--- src/rtl/nb_pkg.sv ---
package nb_pkg;

    localparam int FRAME_BITS = 11;   // start + 9 payload + stop
    localparam int PAYLOAD_BITS = 9;

    typedef struct packed {
        logic       addr;   // ninth bit: 1 = address character
        logic [7:0] data;
    } nb_char_t;

    typedef enum logic [1:0] {
        RX_IDLE,
        RX_START,
        RX_DATA,
        RX_STOP
    } rx_state_e;

    function automatic logic [7:0] flag_byte(input logic ninth);
        return {7'b0, ninth};
    endfunction

endpackage

--- src/rtl/nb_tx.sv ---
module nb_tx
    import nb_pkg::*;
#(
    parameter int DIV_W = 16
) (
    input  logic             clk,
    input  logic             rst,
    input  logic [DIV_W-1:0] baud_div,
    input  logic             mode_arb,
    input  logic             tx_valid,
    input  logic [7:0]       tx_byte,
    input  logic             tx_last,
    output logic             tx_ready,
    output logic             tx_odd_err,
    output logic             txd
);
    localparam int NB_W = $clog2(FRAME_BITS + 1);

    logic                  busy;
    logic [FRAME_BITS-1:0] sh;
    logic [DIV_W-1:0]      cnt;
    logic [NB_W-1:0]       nbits;
    logic                  first_blk;
    logic                  half_v;
    logic                  half_b;
    logic                  take;
    logic                  load;
    nb_char_t              ch;

    assign take     = tx_valid && !busy;
    assign tx_ready = !busy;
    assign txd      = sh[0];

    // Decide whether this accepted byte completes a character, and which one.
    always_comb begin
        load = 1'b0;
        ch   = '0;
        if (take) begin
            if (!mode_arb) begin
                load = 1'b1;
                ch   = '{addr: first_blk, data: tx_byte};
            end else if (half_v) begin
                load = 1'b1;
                ch   = '{addr: half_b, data: tx_byte};
            end
        end
    end

    always_ff @(posedge clk) begin
        if (rst) begin
            busy       <= 1'b0;
            sh         <= '1;
            cnt        <= '0;
            nbits      <= '0;
            first_blk  <= 1'b1;
            half_v     <= 1'b0;
            half_b     <= 1'b0;
            tx_odd_err <= 1'b0;
        end else begin
            tx_odd_err <= 1'b0;
            if (busy) begin
                if (cnt == '0) begin
                    sh  <= {1'b1, sh[FRAME_BITS-1:1]};
                    cnt <= baud_div - DIV_W'(1);
                    if (nbits == NB_W'(FRAME_BITS - 1)) busy <= 1'b0;
                    else nbits <= nbits + NB_W'(1);
                end else begin
                    cnt <= cnt - DIV_W'(1);
                end
            end else if (take) begin
                if (!mode_arb) begin
                    first_blk <= tx_last;
                end else if (!half_v) begin
                    if (tx_last) tx_odd_err <= 1'b1;
                    else begin
                        half_v <= 1'b1;
                        half_b <= tx_byte[0];
                    end
                end else begin
                    half_v <= 1'b0;
                end
                if (load) begin
                    sh    <= {1'b1, ch, 1'b0};
                    busy  <= 1'b1;
                    cnt   <= baud_div - DIV_W'(1);
                    nbits <= '0;
                end
            end
        end
    end

    // a frame always opens with a low start bit on the line
    a_r1_start_low: assert property (@(posedge clk) disable iff (rst)
        $rose(busy) |-> !txd);

    // a rejected odd request never launches a frame
    a_r9_odd_silent: assert property (@(posedge clk) disable iff (rst)
        tx_odd_err |=> !busy);

endmodule

--- src/rtl/nb_rx.sv ---
module nb_rx
    import nb_pkg::*;
#(
    parameter int DIV_W = 16
) (
    input  logic             clk,
    input  logic             rst,
    input  logic [DIV_W-1:0] baud_div,
    input  logic             rxd,
    output logic             char_valid,
    output nb_char_t         char_out,
    output logic             frame_err
);
    localparam int IDX_W = $clog2(PAYLOAD_BITS);

    logic [1:0]              sync;
    logic                    rxs;
    rx_state_e               state;
    logic [DIV_W-1:0]        cnt;
    logic [IDX_W-1:0]        idx;
    logic [PAYLOAD_BITS-1:0] sr;

    assign rxs      = sync[1];
    assign char_out = nb_char_t'(sr);

    always_ff @(posedge clk) begin
        if (rst) begin
            sync       <= 2'b11;
            state      <= RX_IDLE;
            cnt        <= '0;
            idx        <= '0;
            sr         <= '0;
            char_valid <= 1'b0;
            frame_err  <= 1'b0;
        end else begin
            sync       <= {sync[0], rxd};
            char_valid <= 1'b0;
            frame_err  <= 1'b0;
            if (state == RX_IDLE) begin
                if (!rxs) begin
                    state <= RX_START;
                    cnt   <= baud_div >> 1;   // aim at the middle of the start bit
                end
            end else if (cnt != '0) begin
                cnt <= cnt - DIV_W'(1);
            end else begin
                cnt <= baud_div - DIV_W'(1);
                case (state)
                    RX_START: begin
                        if (rxs) state <= RX_IDLE;   // glitch, not a start bit
                        else begin
                            state <= RX_DATA;
                            idx   <= '0;
                        end
                    end
                    RX_DATA: begin
                        sr <= {rxs, sr[PAYLOAD_BITS-1:1]};
                        if (idx == IDX_W'(PAYLOAD_BITS - 1)) state <= RX_STOP;
                        else idx <= idx + IDX_W'(1);
                    end
                    RX_STOP: begin
                        if (rxs) char_valid <= 1'b1;
                        else frame_err <= 1'b1;
                        state <= RX_IDLE;
                    end
                    default: state <= RX_IDLE;
                endcase
            end
        end
    end

endmodule

--- src/rtl/nb_filter.sv ---
module nb_filter
    import nb_pkg::*;
(
    input  logic       clk,
    input  logic       rst,
    input  logic       filt_en,
    input  logic [7:0] my_addr,
    input  logic       in_valid,
    input  nb_char_t   in_char,
    output logic       rx_valid,
    output logic       rx_first,
    output logic [7:0] rx_byte
);
    logic       matched;
    logic       pend;
    logic [7:0] hold;
    logic       keep;

    always_comb begin
        if (!filt_en)          keep = 1'b1;
        else if (in_char.addr) keep = (in_char.data == my_addr);
        else                   keep = matched;
    end

    always_ff @(posedge clk) begin
        if (rst) begin
            matched  <= 1'b0;
            pend     <= 1'b0;
            hold     <= '0;
            rx_valid <= 1'b0;
            rx_first <= 1'b0;
            rx_byte  <= '0;
        end else begin
            if (in_valid && filt_en && in_char.addr)
                matched <= (in_char.data == my_addr);
            if (in_valid && keep) begin
                rx_valid <= 1'b1;
                rx_first <= 1'b1;
                rx_byte  <= flag_byte(in_char.addr);
                hold     <= in_char.data;
                pend     <= 1'b1;
            end else if (pend) begin
                rx_valid <= 1'b1;
                rx_first <= 1'b0;
                rx_byte  <= hold;
                pend     <= 1'b0;
            end else begin
                rx_valid <= 1'b0;
                rx_first <= 1'b0;
            end
        end
    end

    // the flag byte is always followed at once by the data byte
    a_r4_pair_follows: assert property (@(posedge clk) disable iff (rst)
        (rx_valid && rx_first) |=> (rx_valid && !rx_first));

    // the flag byte only ever carries 0x00 or 0x01
    a_r4_flag_value: assert property (@(posedge clk) disable iff (rst)
        (rx_valid && rx_first) |-> (rx_byte[7:1] == 7'b0));

    // a foreign address produces no output
    a_r7_foreign_drop: assert property (@(posedge clk) disable iff (rst)
        (in_valid && filt_en && in_char.addr && in_char.data != my_addr)
        |=> !rx_valid);

endmodule

--- src/rtl/ninebit_uart.sv ---
module ninebit_uart
    import nb_pkg::*;
#(
    parameter int DIV_W = 16
) (
    input  logic             clk,
    input  logic             rst,
    input  logic [DIV_W-1:0] baud_div,
    input  logic             tx_mode_arb,
    input  logic             tx_valid,
    input  logic [7:0]       tx_byte,
    input  logic             tx_last,
    output logic             tx_ready,
    output logic             tx_odd_err,
    output logic             txd,
    input  logic             rxd,
    input  logic             filt_en,
    input  logic [7:0]       my_addr,
    output logic             rx_valid,
    output logic             rx_first,
    output logic [7:0]       rx_byte,
    output logic             rx_frame_err
);
    logic     char_valid;
    nb_char_t char_rx;

    nb_tx #(.DIV_W(DIV_W)) u_tx (
        .clk(clk), .rst(rst), .baud_div(baud_div), .mode_arb(tx_mode_arb),
        .tx_valid(tx_valid), .tx_byte(tx_byte), .tx_last(tx_last),
        .tx_ready(tx_ready), .tx_odd_err(tx_odd_err), .txd(txd)
    );

    nb_rx #(.DIV_W(DIV_W)) u_rx (
        .clk(clk), .rst(rst), .baud_div(baud_div), .rxd(rxd),
        .char_valid(char_valid), .char_out(char_rx), .frame_err(rx_frame_err)
    );

    nb_filter u_filt (
        .clk(clk), .rst(rst), .filt_en(filt_en), .my_addr(my_addr),
        .in_valid(char_valid), .in_char(char_rx),
        .rx_valid(rx_valid), .rx_first(rx_first), .rx_byte(rx_byte)
    );

    // a framing error is never followed by a delivered byte
    a_r8_err_silent: assert property (@(posedge clk) disable iff (rst)
        rx_frame_err |=> !rx_valid);

endmodule

--- config.mk ---
export PLATFORM = sky130hd
export DESIGN_NAME = ninebit_uart
export DESIGN_NICKNAME = d
export VERILOG_FILES = /design/src/rtl/nb_pkg.sv /design/src/rtl/nb_tx.sv /design/src/rtl/nb_rx.sv /design/src/rtl/nb_filter.sv /design/src/rtl/ninebit_uart.sv
export SDC_FILE = /design/constraint.sdc
export NUM_CORES = 1
export LEC_CHECK = 0
export BUFFER_PORTS_ARGS = -buffer_cell sky130_fd_sc_hd__clkbuf_2
export CAP_MARGIN = 20
export CORE_AREA = 10 10 146 148
export CTS_BUF_LIST = sky130_fd_sc_hd__clkbuf_4
export CTS_CLUSTER_DIAMETER = 80
export DETAILED_ROUTE_END_ITERATION = 7
export DIE_AREA = 0 0 156 158
export GPL_TIMING_DRIVEN = 1
export SLEW_MARGIN = 20
export SYNTH_ARGS = -nofsm -noshare
export SYNTH_HDL_FRONTEND = slang
export SYNTH_SLANG_ARGS = --single-unit
--- constraint.sdc ---
create_clock -name clk -period 4.77 [get_ports clk]
set_clock_uncertainty 0.15 [all_clocks]
set_input_delay 0.477 -clock clk [delete_from_list [all_inputs] [get_ports clk]]
set_output_delay 0.477 -clock clk [all_outputs]
set_load 0.02 [all_outputs]
Word level (Yosys, flattened, before mapping). Index checks and enable logic that the tools add are counted.

Memory bits (read-only): 0. Latch bits: 0. Output and inout bits: 14. Input port bits: 39. RAM bits: 0. Memories kept: 0. Bits in registers: 90. Word-level logic and storage cells: 118.

$add $sub $neg: 5. Reductions and logical operators: 24. Shift operators: 0. Equal/unequal tests: 13. Order comparisons: 0. Bitwise gates (word level): 8. Muxes and demuxes: 47. Divide/modulo/power cells: 0. Multipliers: 0.

Operators by type and width (count): $mux W16 (7); $sub A16 B1 Y16 const B (3); $mux W11 (4); $mux W4 (7); $mux W1 (20); $mux W9 (2); $logic_not A16 Y1 (1); $reduce_bool A16 Y1 (1); $reduce_and A3 Y1 (5); $mux W2 (5); $ne A2 B2 Y1 const B (5); $reduce_and A5 Y1 (2); $add A4 B1 Y4 const B (2); $eq A4 B4 Y1 const B (2); $eq A8 B8 Y1 (1); $not A1 Y1 (8); $pmux W4 S2 (1); $reduce_bool A2 Y1 (4); $reduce_or A5 Y1 (1); $eq A2 B2 Y1 const B (2); $logic_and A1 B1 Y1 (4); $pmux W2 S2 (1); $reduce_and A4 Y1 (1); $reduce_or A4 Y1 (1); 7 further kinds (7).

Longest topological paths before layout.
Depth after elaboration: 6. Gate-level depth with buffers: 9. Gate-level depth less buffers: 7.

Cells and area by module. A second synthesis with hierarchy kept.

Cell total of the unflattened synthesis: 666. Area total of the unflattened synthesis: 5676.7 um^2.

By module, submodules not included: nb_rx (area each 2307.2 um^2, instances 1, sequential area each 700.7 um^2, cells each 269); nb_tx (area each 2292.2 um^2, instances 1, sequential area each 700.7 um^2, cells each 291); nb_filter (area each 1077.3 um^2, instances 1, sequential area each 380.4 um^2, cells each 106).

Worst setup path before layout. No wires, ideal clock.

Path type: register to register. Start point: register u_tx.cnt[0]. End point: register u_tx.sh[1]. Path slack: 2.503 ns. Cell stages (with the launch flop): 10. Required time: 4.500 ns. Library setup time: 0.120 ns. Buffers on the path: 2. Data arrival time: 1.997 ns. Period minus slack after synthesis: 2.267 ns. Cell sequence: dfxtp_1 inv_1 ha_1 nor4b_1 and4_1 buf_2 o21ai_1 clkbuf_1 a21oi_1 a211o_1.

Longest elaborated chain between the ends: 3.

Ends and longest elaborated chain: from (decl) (RTL line nb_tx.sv:21) `logic [DIV_W-1:0] cnt;`; from (signal assigned) (RTL line nb_tx.sv:64) `cnt <= baud_div - DIV_W'(1);`; from (signal assigned) (RTL line nb_tx.sv:68) `cnt <= cnt - DIV_W'(1);`; from (signal assigned) (RTL line nb_tx.sv:85) `cnt <= baud_div - DIV_W'(1);`; $logic_not A16 Y1 (RTL line nb_tx.sv:62) `if (cnt == '0) begin`; $ne A2 B2 Y1 (no line); $reduce_and A3 Y1 (no line); to (signal assigned) (RTL line nb_tx.sv:63) `sh <= {1'b1, sh[FRAME_BITS-1:1]};`; to (signal assigned) (RTL line nb_tx.sv:83) `sh <= {1'b1, ch, 1'b0};`; to (decl) (RTL line nb_tx.sv:20) `logic [FRAME_BITS-1:0] sh;`.

No other way between the ends. A chain may end at the register's enable or synchronous reset.

Worst setup path after layout.
Start point: register u_tx.busy. End point: register u_tx.sh[3].

Longest elaborated chain between the ends: 5. Elaborated cells between the ends (all ways): 8. Classes of those cells: 1 x eq/ne; 2 x mux; 5 x reduce/logical.

Ends and longest elaborated chain: from (decl) (RTL line nb_tx.sv:19) `logic busy;`; from (signal assigned) (RTL line nb_tx.sv:51) `busy <= 1'b0;`; from (signal assigned) (RTL line nb_tx.sv:65) `if (nbits == NB_W'(FRAME_BITS - 1)) busy <= 1'b0;`; from (signal assigned) (RTL line nb_tx.sv:84) `busy <= 1'b1;`; $logic_not A1 Y1 (RTL line nb_tx.sv:30) `assign take = tx_valid && !busy;`; $logic_and A1 B1 Y1 (RTL line nb_tx.sv:30); $mux W1 (RTL line nb_tx.sv:38) `if (take) begin`; $reduce_bool A2 Y1 (no line); $reduce_and A3 Y1 (no line).

Several ways; a longest one is shown, not always the timed one.

==> impl_results.html <==
<table>
<tr><th>Metric</th><th>Value</th></tr>
<tr><th colspan="2">Status</th></tr>
<tr><td>Result of the run</td><td>finished clean</td></tr>
<tr><th colspan="2">STA</th></tr>
<tr><td>Minimum period implied by the final worst setup slack</td><td>between 2000 and 3000 ps</td></tr>
<tr><td>Final hold violations</td><td>0</td></tr>
<tr><td>Count of pins over their slew limit</td><td>0</td></tr>
<tr><td>Relative max-transition margin</td><td>44.4%</td></tr>
<tr><td>Fmax</td><td>352 MHz</td></tr>
<tr><td>Post-route setup TNS</td><td>0 ps</td></tr>
<tr><td>Post-route worst setup slack</td><td>1930 ps</td></tr>
<tr><td>Final cycle utilization of the critical path</td><td>between 50% and 60%</td></tr>
<tr><td>Setup repair after global routing missed its margin</td><td>no</td></tr>
<tr><td>Transition time of the tightest slew-check pin</td><td>roughly 830 ps</td></tr>
<tr><td>Final setup violation count</td><td>0</td></tr>
<tr><th colspan="2">Worst setup path</th></tr>
<tr><td>Critical path data arrival time</td><td>between 3000 and 4000 ps</td></tr>
<tr><td>Capture point of the worst path</td><td>u_tx.sh[3]</td></tr>
<tr><td>Register-to-register path setup slack</td><td>1930 ps</td></tr>
<tr><td>Path depth of the worst reg2reg path</td><td>5</td></tr>
<tr><td>Critical path data required time</td><td>5010 ps</td></tr>
<tr><td>Worst Setup Path Type</td><td>register to register</td></tr>
<tr><td>Launching element of the worst setup path</td><td>u_tx.busy</td></tr>
<tr><td>CP Max Fanout</td><td>25</td></tr>
<tr><td>Crit end category</td><td>register</td></tr>
<tr><td>FF-to-FF Start</td><td>u_tx.busy</td></tr>
<tr><td>Category of the worst setup path launch point</td><td>register</td></tr>
<tr><td>Capture instance of the worst register-to-register path</td><td>u_tx.sh[3]</td></tr>
<tr><th colspan="2">Yosys</th></tr>
<tr><td>Sequential share of the synthesized area</td><td>35.4%</td></tr>
<tr><td>Dominant combinational cell family by area after synthesis</td><td>simple AND/OR/NAND/NOR gates</td></tr>
<tr><td>Number of synthesized register bits</td><td>around 90</td></tr>
<tr><td>Post-synth EDFFs</td><td>0</td></tr>
<tr><td>Synthesis Warnings</td><td>0</td></tr>
<tr><td>FFs w/ async S/R, synth</td><td>0%</td></tr>
<tr><td>Average instance area after synthesis</td><td>approximately 8.6 um^2</td></tr>
<tr><td>Post-synth net total</td><td>641</td></tr>
<tr><td>Simple logic cell fraction of the synthesized area</td><td>about a quarter</td></tr>
<tr><td>Count of mapped cells out of synthesis</td><td>a little under 600</td></tr>
<tr><td>Adder and majority gate portion of the synthesized area</td><td>between 3 and 4%</td></tr>
<tr><td>Top FF cell, synth</td><td>sky130_fd_sc_hd__dfxtp_1</td></tr>
<tr><td>Area of the mapped netlist</td><td>slightly above 5000 um^2</td></tr>
<tr><td>Distinct cell type count after synthesis</td><td>66</td></tr>
<tr><td>Xor/xnor cell area share of the yosys netlist</td><td>around 5.6%</td></tr>
<tr><td>Share of synthesized area spent on multiplexers</td><td>just under 9%</td></tr>
<tr><td>Synth Area in Compound Gates</td><td>17.6%</td></tr>
<tr><th colspan="2">Clock tree</th></tr>
<tr><td>Register clock-pin slew on the reported worst setup and hold paths</td><td>160 ps</td></tr>
<tr><td>Clk Latency, worst-skew pair</td><td>roughly 480 ps</td></tr>
<tr><td>Buffers inserted during post-CTS setup optimization</td><td>0</td></tr>
<tr><td>Count of H-tree levels built during CTS</td><td>3</td></tr>
<tr><td>Clock tree root buffer cell</td><td>sky130_fd_sc_hd__clkbuf_4</td></tr>
<tr><td>Clock sink total</td><td>between 80 and 90</td></tr>
<tr><td>Clock tree from TritonCTS</td><td>yes</td></tr>
<tr><td>Cts bufs inserted</td><td>9</td></tr>
<tr><td>Maximum root-to-sink buffer count</td><td>2</td></tr>
<tr><th colspan="2">Run</th></tr>
<tr><td>Maximum Capacitance Violations</td><td>0</td></tr>
<tr><th colspan="2">Cells and area</th></tr>
<tr><td>Fraction of final layout cells with drive strength greater than 1</td><td>14.3%</td></tr>
<tr><td>Most common cell after layout, fill and taps aside</td><td>sky130_fd_sc_hd__dfxtp_1</td></tr>
<tr><td>Commonest cells after routing, fill and taps aside</td><td>sky130_fd_sc_hd__dfxtp_1, sky130_fd_sc_hd__clkbuf_2, sky130_fd_sc_hd__mux2i_1, sky130_fd_sc_hd__a21oi_1, sky130_fd_sc_hd__nand2_1</td></tr>
<tr><td>Final nets</td><td>678</td></tr>
<tr><td>P&amp;R area growth vs syn</td><td>12.5%</td></tr>
<tr><th colspan="2">Routing</th></tr>
<tr><td>Routed wirelength normalized by instance count</td><td>about 15 um</td></tr>
<tr><td>Post-detailed-route via-to-cell ratio</td><td>about 5.1</td></tr>
<tr><td>Initial DRT Pass Iterations</td><td>5</td></tr>
<tr><td>Detailed-route wire length</td><td>approximately 13000 um</td></tr>
<tr><td>Number of nets with antenna violations after detailed routing</td><td>0</td></tr>
<tr><td>DRC viols</td><td>0</td></tr>
<tr><td>Initial detailed-routing violation count</td><td>~410</td></tr>
<tr><td>Via count</td><td>4410</td></tr>
<tr><th colspan="2">Global routing</th></tr>
<tr><td>Via count of the first global-routing pass</td><td>approximately 4200</td></tr>
<tr><td>Global-route wire length before repair</td><td>between 20000 and 25000 um</td></tr>
<tr><td>Total Routing Usage GR</td><td>about 11%</td></tr>
<tr><td>Largest net degree at the start of global routing</td><td>slightly below 100</td></tr>
<tr><td>Overflow left after global routing</td><td>0</td></tr>
<tr><td>Initial antenna violation count</td><td>2</td></tr>
<tr><th colspan="2">Floorplan</th></tr>
<tr><td>Initial core utilization</td><td>between 20% and 30%</td></tr>
<tr><td>Core Region</td><td>~18000 um^2</td></tr>
<tr><td>Ports placed on the boundary</td><td>between 50 and 60</td></tr>
<tr><td>Die H</td><td>158 um</td></tr>
<tr><td>Die Area</td><td>24600 um^2</td></tr>
<tr><td>Overall die width</td><td>156 um</td></tr>
<tr><td>Total number of placement rows</td><td>50</td></tr>
<tr><th colspan="2">Placed design</th></tr>
<tr><td>Total of buffers placed on input and output ports</td><td>52</td></tr>
<tr><td>Routability cong.</td><td>between 0.8 and 0.9</td></tr>
<tr><td>Sum of net half-perimeters after detailed placement</td><td>approximately 9500 um</td></tr>
<tr><td>Pre-CTS setup slack</td><td>1940 ps</td></tr>
<tr><th colspan="2">Power</th></tr>
<tr><td>Worst ir drop on vdd</td><td>between 100 and 150 uV</td></tr>
<tr><td>Power per standard cell area</td><td>a little over 300 nW/um^2</td></tr>
<tr><td>LEAKAGE</td><td>2.19 nW</td></tr>
<tr><th colspan="2">Worst hold path</th></tr>
<tr><td>Classification of the worst-slack hold path</td><td>input pin to register</td></tr>
</table>
Yosys cell counts (3+ instances only):
| master | instances | area share, % |
|---|---|---|
| sky130_fd_sc_hd__buf_1 | 3 | 0.22 |
| sky130_fd_sc_hd__xnor2_1 | 17 | 3.0 |
| sky130_fd_sc_hd__nor4_1 | 11 | 1.4 |
| sky130_fd_sc_hd__or3_1 | 7 | 0.87 |
| sky130_fd_sc_hd__a211oi_1 | 7 | 1.0 |
| sky130_fd_sc_hd__nand2b_1 | 23 | 2.9 |
| sky130_fd_sc_hd__nand4b_1 | 4 | 0.70 |
| sky130_fd_sc_hd__nand3_1 | 32 | 3.2 |
| sky130_fd_sc_hd__clkbuf_1 | 26 | 1.9 |
| sky130_fd_sc_hd__inv_1 | 20 | 1.5 |
| sky130_fd_sc_hd__a21o_1 | 6 | 0.89 |
| sky130_fd_sc_hd__ha_1 | 13 | 3.2 |
| sky130_fd_sc_hd__nand3b_1 | 7 | 1.0 |
| sky130_fd_sc_hd__a21oi_1 | 45 | 4.5 |
| sky130_fd_sc_hd__and2_1 | 3 | 0.37 |
| sky130_fd_sc_hd__a211o_1 | 9 | 1.6 |
| sky130_fd_sc_hd__dfxtp_1 | 89 | 35 |
| sky130_fd_sc_hd__xor2_1 | 15 | 2.6 |
| sky130_fd_sc_hd__nor3b_1 | 3 | 0.45 |
| sky130_fd_sc_hd__a31oi_1 | 5 | 0.62 |
| sky130_fd_sc_hd__nand4_1 | 9 | 1.1 |
| sky130_fd_sc_hd__nand2_1 | 34 | 2.5 |
| sky130_fd_sc_hd__o21a_1 | 7 | 1.0 |
| sky130_fd_sc_hd__mux2i_1 | 45 | 8.9 |
| sky130_fd_sc_hd__o21ai_0 | 16 | 1.6 |
| sky130_fd_sc_hd__nor2_1 | 33 | 2.5 |
| sky130_fd_sc_hd__o211ai_1 | 6 | 0.89 |
| sky130_fd_sc_hd__nor3_1 | 33 | 3.3 |
| sky130_fd_sc_hd__nor4_4 | 3 | 1.3 |
| sky130_fd_sc_hd__or2_2 | 4 | 0.50 |
| sky130_fd_sc_hd__o311ai_0 | 3 | 0.52 |
| sky130_fd_sc_hd__a221oi_1 | 5 | 0.87 |
critical path, cell delays in order (launching register included):
cell and delay [ps]:
sky130_fd_sc_hd__dfxtp_1 900, sky130_fd_sc_hd__inv_2 340, sky130_fd_sc_hd__o21ai_1 700, sky130_fd_sc_hd__buf_4 340
sky130_fd_sc_hd__a21oi_1 60, sky130_fd_sc_hd__a211o_1 260
layout make-up:
| type | count | area (um^2) |
|---|---|---|
| Antenna cell | 2 | 5.00 |
| Clock buffer | 9 | 67.6 |
| Clock inverter | 7 | 70.1 |
| Fill cell | 1940 | 12800 |
| Inverter | 21 | 78.8 |
| Multi-Input combinational cell | 448 | 3060 |
| Sequential cell | 89 | 1780 |
| Tap cell | 234 | 293 |
| Timing Repair Buffer | 57 | 313 |
per-stage QoR:
stage	power, mW	util (%)	instances	hold WS (ps)	cell area, um^2
after floorplan	1.16	-	589	239	5040
after global placement	1.28	29.9	848	244	5520
after detailed placement	1.28	29.9	848	245	5520
after CTS	1.73	30.7	865	59.2	5660
after global routing	1.81	30.7	867	101	5670
final	1.71	30.7	867	99.9	5670
power by group:
part	internal (mW)	switching, mW	total [mW]
Combinational	0.170	0.262	0.432
Sequential	0.786	0.0536	0.840
Clock	0.160	0.282	0.442
per-layer routing:
metal	wire (um)	track usage, %	part of all wire [%]
met1	6300	14.0	47
met5	0	0	0
met2	6040	16.8	45
met3	691	2.55	5.2
met4	291	4.59	2.2
logic make-up (layout without fill, tap and decap cells):
| family | Yosys count | in the layout |
|---|---|---|
| AOI/OAI and AO/OA | 133 | 133 |
| xor gates and xnor gates | 32 | 32 |
| adders and majority gates | 13 | 13 |
| buffers and inverters | 52 | 94 |
| DFF | 89 | 89 |
| muxes | 45 | 45 |
| other | 0 | 2 |
| and+or+nand+nor | 225 | 225 |
worst min path at each step:
stage                           endpoint          from  cells after the start  slack, ps
after floorplan             u_rx.sync[1]  u_rx.sync[0]                      1        240
after global placement      u_rx.sync[1]  u_rx.sync[0]                      1        240
after detailed placement    u_rx.sync[1]  u_rx.sync[0]                      1        250
after CTS                 u_tx.first_blk       tx_last                      3         60
after global routing      u_tx.first_blk       tx_last                      3        100
final                     u_tx.first_blk       tx_last                      3        100
what timing repair did:
| item | CTS | global route |
|---|---|---|
| hold buffers | 1 | 0 |
| resized for setup | 0 | 0 |
| hold endpoints to repair | 1 | 0 |
| setup endpoints to repair | 0 | 0 |
sequential cells by signal, summed over array words and instances (netlist names), 2 cells and up:
register	flops
u_tx.sh	10
u_rx.char_out	9
u_filt.rx_byte	8
u_tx.nbits	4
u_filt.hold	8
u_rx.idx	4
u_rx.cnt	16
u_tx.cnt	16
u_rx.sync	2
u_rx.state	2
(Power assumes the default switching activity.)
